File: src/rtl/hostreq_pkg.sv
package hostreq_pkg;
  localparam int OP_W     = 8;
  localparam int N_RD_OPS = 4;
  localparam int N_WR_OPS = 2;

  typedef enum logic {
    MODE_RD = 1'b0,
    MODE_WR = 1'b1
  } dir_mode_e;

  // Opcodes that place the port in host-read direction
  localparam logic [OP_W-1:0] RD_OPS [N_RD_OPS] = '{8'h10, 8'h21, 8'h31, 8'h40};
  // Opcodes that place the port in host-write direction
  localparam logic [OP_W-1:0] WR_OPS [N_WR_OPS] = '{8'h22, 8'h32};
endpackage

File: src/rtl/hostreq_cmd_decode.sv
module hostreq_cmd_decode
  import hostreq_pkg::*;
(
  input  logic            valid_i,
  input  logic [OP_W-1:0] op_i,
  output logic            set_rd_o,
  output logic            set_wr_o
);
  logic [N_RD_OPS-1:0] rd_hit;
  logic [N_WR_OPS-1:0] wr_hit;

  for (genvar i = 0; i < N_RD_OPS; i++) begin : g_rd
    assign rd_hit[i] = (op_i == RD_OPS[i]);
  end
  for (genvar j = 0; j < N_WR_OPS; j++) begin : g_wr
    assign wr_hit[j] = (op_i == WR_OPS[j]);
  end

  assign set_rd_o = valid_i & (|rd_hit);
  assign set_wr_o = valid_i & (|wr_hit);
endmodule

File: src/rtl/hostreq_rw_edge.sv
module hostreq_rw_edge (
  input  logic clk,
  input  logic rst,
  input  logic rw_i,
  output logic rise_o
);
  logic rw_q;

  // During reset, track the live level so a high input at release is not an edge
  always_ff @(posedge clk) begin
    rw_q <= rw_i;
  end

  assign rise_o = rw_i & ~rw_q & ~rst;
endmodule

File: src/rtl/hostreq_req_drive.sv
module hostreq_req_drive
  import hostreq_pkg::*;
(
  input  logic      clk,
  input  logic      rst,
  input  dir_mode_e mode_i,
  input  logic      rise_i,
  input  logic      empty_i,
  input  logic      full_i,
  output logic      req_o
);
  logic req_d;

  always_comb begin
    if (rise_i)                req_d = 1'b0;
    else if (mode_i == MODE_WR) req_d = ~full_i;
    else                       req_d = empty_i;
  end

  always_ff @(posedge clk) begin
    if (rst) req_o <= 1'b1;
    else     req_o <= req_d;
  end
endmodule

File: src/rtl/hostreq_flag.sv
module hostreq_flag
  import hostreq_pkg::*;
(
  input  logic            clk,
  input  logic            rst,
  input  logic            cmd_valid,
  input  logic [OP_W-1:0] cmd_op,
  input  logic            rdbuf_empty,
  input  logic            wrbuf_full,
  input  logic            host_rw,
  output logic            req_o,
  output logic            mode_wr_o
);
  logic      set_rd, set_wr, rw_rise;
  dir_mode_e mode_q, mode_d;

  hostreq_cmd_decode u_dec (
    .valid_i (cmd_valid),
    .op_i    (cmd_op),
    .set_rd_o(set_rd),
    .set_wr_o(set_wr)
  );

  hostreq_rw_edge u_edge (
    .clk   (clk),
    .rst   (rst),
    .rw_i  (host_rw),
    .rise_o(rw_rise)
  );

  always_comb begin
    mode_d = mode_q;
    if (set_wr)      mode_d = MODE_WR;
    else if (set_rd) mode_d = MODE_RD;
  end

  always_ff @(posedge clk) begin
    if (rst) mode_q <= MODE_RD;
    else     mode_q <= mode_d;
  end

  // Request is computed in the mode that takes effect at this edge
  hostreq_req_drive u_req (
    .clk    (clk),
    .rst    (rst),
    .mode_i (mode_d),
    .rise_i (rw_rise),
    .empty_i(rdbuf_empty),
    .full_i (wrbuf_full),
    .req_o  (req_o)
  );

  assign mode_wr_o = (mode_q == MODE_WR);
endmodule

File: config.mk
export PLATFORM = sky130hd
export DESIGN_NAME = hostreq_flag
export DESIGN_NICKNAME = d
export VERILOG_FILES = /design/src/rtl/hostreq_pkg.sv /design/src/rtl/hostreq_cmd_decode.sv /design/src/rtl/hostreq_rw_edge.sv /design/src/rtl/hostreq_req_drive.sv /design/src/rtl/hostreq_flag.sv
export SDC_FILE = /design/constraint.sdc
export NUM_CORES = 1
export LEC_CHECK = 0
export BUFFER_PORTS_ARGS = -buffer_cell sky130_fd_sc_hd__clkbuf_2
export CORE_AREA = 2 2 39 41
export CTS_CLUSTER_DIAMETER = 200
export DETAILED_ROUTE_END_ITERATION = 7
export DIE_AREA = 0 0 41 43
export PLACE_DENSITY = 0.42
export SYNTH_ARGS = -nofsm -noshare
export SYNTH_HDL_FRONTEND = slang
export SYNTH_HIERARCHICAL = 1
export SYNTH_SLANG_ARGS = --single-unit
File: constraint.sdc
create_clock -name clk -period 1.1 [get_ports clk]
set_input_delay 0.055 -clock clk [delete_from_list [all_inputs] [get_ports clk]]
set_output_delay 0.055 -clock clk [all_outputs]
set_load 0.02 [all_outputs]
Yosys cells after proc, flatten, opt, wreduce, memory -nomap -nowiden
Index checks and enable logic that the tools add are counted.
- register bits after elaboration: 3
- input port bits: 14
- output and inout port bits: 2
- word-level logic and storage cells: 22
- eq/ne operators: 6
- muxes and demuxes: 4
- bitwise gates (word level): 7
- reduce and logical (&&, ||, !) cells: 2
- operators with widths (operator ; count):
    == test 8 x 6 -> 1 bit (second input constant) ; 4
    == test 8 x 5 -> 1 bit (second input constant) ; 1
    == test 8 x 7 -> 1 bit (second input constant) ; 1
    bitwise AND 1 bit ; 4
    2-to-1 mux 1 bit ; 4
    OR reduction 4 bit ; 1
    inverter 1 bit ; 3
    OR reduction 2 bit ; 1

Logic depth before layout (Yosys ltp)
- depth in word-level cells: 7
- depth in mapped cells: 7
- mapped depth without buffers: 7

Modules after synthesis
The synthesis kept the hierarchy.
- by module, submodules not included (module ; instances ; cells each ; area each (µm²) ; sequential area each (µm²)):
    hostreq_cmd_decode ; 1 ; 8 ; 61.3 ; 0.0
    hostreq_flag ; 1 ; 5 ; 50.0 ; 20.0
    hostreq_req_drive ; 1 ; 4 ; 41.3 ; 20.0
    hostreq_rw_edge ; 1 ; 2 ; 32.5 ; 20.0

Least setup slack after synthesis
No wires, ideal clock.
- kind: input to register
- from: input port cmd_op[7]
- to: register u_req.req_o
- setup time: 119 ps
- data arrival time: 1076 ps
- required time: 981 ps
- path slack: -96 ps
- cell stages on the path: 6
- buffers on the path: 0
- cell sequence: or4b_4 > nor3_2 > nand2b_4 > nand2_1 > mux2i_1 > o21bai_1
- cells in the longest elaborated chain, start to end: 7
- elaborated cells on any way between the ends: 14
- classes of those cells: 6 x eq/ne; 4 x mux; 2 x bitwise; 2 x reduce/logical
- ends and longest elaborated chain (element ; line ; text):
    from (decl) ; hostreq_flag.sv:7 ; input logic [OP_W-1:0] cmd_op,
    == test 8 x 5 -> 1 bit, or another cell as far along ; hostreq_cmd_decode.sv:13 ; assign rd_hit[i] = (op_i == RD_OPS[i]);
    OR reduction 4 bit (*) ; hostreq_cmd_decode.sv:19 ; assign set_rd_o = valid_i & (|rd_hit);
    bitwise AND 1 bit (*) ; hostreq_cmd_decode.sv:19 ;
    via set_rd ; hostreq_flag.sv:14 ; logic set_rd, set_wr, rw_rise;
    2-to-1 mux 1 bit (*) ; hostreq_flag.sv:34 ; else if (set_rd) mode_d = MODE_RD;
    2-to-1 mux 1 bit (*) ; hostreq_flag.sv:33 ; if (set_wr) mode_d = MODE_WR;
    via mode_d ; hostreq_flag.sv:15 ; dir_mode_e mode_q, mode_d;
    2-to-1 mux 1 bit (*) ; hostreq_req_drive.sv:16 ; else if (mode_i == MODE_WR) req_d = ~full_i;
    2-to-1 mux 1 bit (*) ; hostreq_req_drive.sv:15 ; if (rise_i) req_d = 1'b0;
    to (signal assigned) ; hostreq_req_drive.sv:22 ; else req_o <= req_d;
    to (decl) ; hostreq_req_drive.sv:10 ; output logic req_o
Mark *: on every way through the listed nets, which the timed path passes. The rest lies on a longest branch.
A chain may end at the register's enable or synchronous reset.

Worst setup path in the final report
- from: input port cmd_op[2]
- to: register u_req.req_o
Same word-level chain as after synthesis.

==> flow_metrics.py <==
metrics = {
    "global_route": {
        "grt_overflow": 0,
        "antenna_found_initial": 0,
        "grt.total_usage_pct": 6.31,
        "grt_max_degree": 4,
        "grt_pass1_wl_um": 759,
        "grt_pass1_vias": 239,
    },
    "sta": {
        "fin_ws_ns": 0.0126,
        "slew_headroom_pct": 78.9,
        "fmax_mhz": 920,
        "slew_violations": 0,
        "rsz0062_at_grt": "yes",
        "period_share_pct": 98.9,
        "hold_viol": 0,
        "period_needed_ns": 1.09,
        "clock-skew-final_ns": 0.0000692,
        "setup_viol": 0,
        "tightestPinTransition_ns": 0.317,
        "whs_ns": 0.0327,
    },
    "layout": {
        "layout.nets": 57,
        "design_area_sq_um": 348,
        "area_growth_pct": 87.8,
        "regArea_sq_um": 60.1,
        "fill_cells": 151,
        "drive_gt1_share_pct": 64.3,
        "multi_input_area_sq_um": 126,
        "antenna_cells": 0,
        "fin_util_pct": 25.1,
        "final_cells": 58,
    },
    "floorplanning": {
        "fp.dieH_um": 43,
        "io_pins": 16,
        "num_rows": 14,
        "die_w_um": 41,
        "die-area_sq_um": 1760,
        "core_sq_um": 1380,
        "start_util_pct": 13.4,
    },
    "synthesis": {
        "synth_cells": 19,
        "yosysUniqueCellTypes": 15,
        "synth_most_common_cell": "dfxtp_1",
        "syn-cell-area_sq_um": 185,
        "synth.area.top_cells": "dfxtp_1 (32%), nand2b_4 (7.4%), or4b_4 (7.4%), nor3b_2 (6.8%), mux2i_1 (5.4%)",
        "yosys_warnings": 6,
        "synthTopCellsByCount": "dfxtp_1 (3), inv_1 (2), nor2_1 (2)",
        "synth-seq-cells": 3,
        "async_flop_share_pct": 0,
        "yosysTopAreaCellShare_pct": 32.4,
        "syn_area_per_cell_sq_um": 9.75,
        "synth-edff-count": 0,
        "yosysTopAreaCell": "dfxtp_1",
        "synth_ff_type": "dfxtp_1",
        "synth_fp_nets": 33,
        "seq_area_frac_synth_pct": 32.4,
    },
    "setup_path": {
        "path_class": "primary input to flop",
        "end_kind": "flop",
        "path_max_fanout": 2,
        "r2r_start": "mode_wr_o",
        "required_ns": 1.22,
        "r2r_setup_slack_ns": 0.24,
        "crit_end": "u_req/req_o",
        "rr_worst_depth": 4,
        "critPathArrivalTime_ns": 1.20,
        "cp-startpoint": "cmd_op[2]",
        "rr_endpoint": "u_req/req_o",
        "worstSetupStartpointType": "primary input",
    },
    "clock_tree": {
        "cts_made_buffers": 3,
        "clockRootBuffer": "clkbuf_4",
        "clockBufferDepth": 2,
        "htreeDepth": 1,
        "cts_setup_buffers": 0,
        "clock_sinks": 3,
        "cts_tree": "yes",
        "clk_pin_slew_ns": 0.04,
        "insertion_delay_ns": 0.23,
    },
    "detailed_routing": {
        "dr.pass1.iters": 1,
        "via_per_inst": 3.62,
        "drt-initial-drc-count": 0,
        "vias": 210,
        "wirelength_um": 427,
        "post_drt_wl_per_cell_um": 7.36,
        "ant_nets": 0,
        "drc": 0,
    },
    "min_path": {
        "hold_class": "primary input to flop",
        "min_from": "rst",
    },
    "flow_run": {
        "drv_cap": 0,
    },
    "pwr": {
        "p_leak_nw": 0.167,
        "vdd_ir_drop_max_mv": 0.233,
        "cellPowerDensity_nw_per_um2": 1050,
    },
    "placement": {
        "gp_congestion": 0.531,
        "place_ws_ns": -0.267,
        "dpl.cell_count": 53,
        "placed_area_sq_um": 303,
        "io_buffers": 15,
    },
    "status": {
        "outcome": "complete, no violations",
    },
}
[cells in the final DEF, fill, tap and decap left out, types with 2 or more instances in the layout]
cell type  synthesis  routed
clkbuf_4           0       3
inv_1              2       2
dfxtp_1            3       3
buf_4              0       3
nor2_1             2       2
clkbuf_2           0      15
[worst max-delay path: stages]
cell and delay (ns):
clkbuf_2 0.08, or4b_4 0.54, nor3_4 0.12, nand2b_4 0.14
nand2_2 0.05, mux2i_1 0.15, o21bai_1 0.07
[logic make-up (layout without fill, tap and decap cells)]
| group | after synthesis | after routing | synth area share [%] |
|---|---|---|---|
| buffers and inverters | 2 | 25 | 4.06 |
| and+or+nand+nor | 9 | 9 | 40.5 |
| xor gates and xnor gates | 1 | 1 | 4.73 |
| AOI/OAI and AO/OA | 3 | 3 | 12.8 |
| muxes | 1 | 1 | 5.41 |
| DFF | 3 | 3 | 32.4 |
[layer usage]
metal,wire [um],part of all wire [%],global-route usage [%]
met1,195,46,6.05
met2,177,41,10.9
met3,54,13,1.57
met4,0,0,4.00
met5,0,0,0
[registers in the layout, summed over array words and instances, names as in the netlist]
name         count
u_req/req_o      1
u_edge/rw_q      1
mode_wr_o        1
[cell type report]
type,instances,share of cell area [%]
Clock buffer,4,7.55
Tap cell,16,5.76
Timing Repair Buffer,19,30.9
Inverter,2,2.16
Multi-Input combinational cell,14,36.3
Sequential cell,3,17.3
[timing repair]
item                                    CTS  global route
endpoints found under the hold margin     1             0
hold buffers                              1             0
pin swaps                                 0             1
gates resized for setup                   1             1
endpoints found under the setup margin    1             1
[stage by stage]
stage | setup TNS (ns) | total power [mW]
finish | 0 | 0.365
global route | -0.0672 | 0.396
CTS | -0.00757 | 0.376
detailed placement | -0.375 | 0.172
global placement | -0.328 | 0.171
floorplan | -0.0955 | 0.137
[power by group]
group / switching (mW) / total (mW) / internal, mW / leakage (nW)
Combinational: 0.0248 / 0.0588 / 0.0341 / 0.127
Clock: 0.0546 / 0.190 / 0.136 / 0.0150
Sequential: 0.00158 / 0.115 / 0.114 / 0.0249
[how the worst min path moves through the flow]
stage | end | slack [ns] | cells after the start
2_1_floorplan | u_edge/rw_q | 0.08 | 0
3_3_place_gp | u_edge/rw_q | 0.18 | 1
3_5_place_dp | u_edge/rw_q | 0.17 | 1
4_1_cts | mode_wr_o | 0.03 | 2
5_1_grt | mode_wr_o | 0.04 | 2
6_report | mode_wr_o | 0.03 | 2
Note: power is estimated with default switching activity, not from simulation.
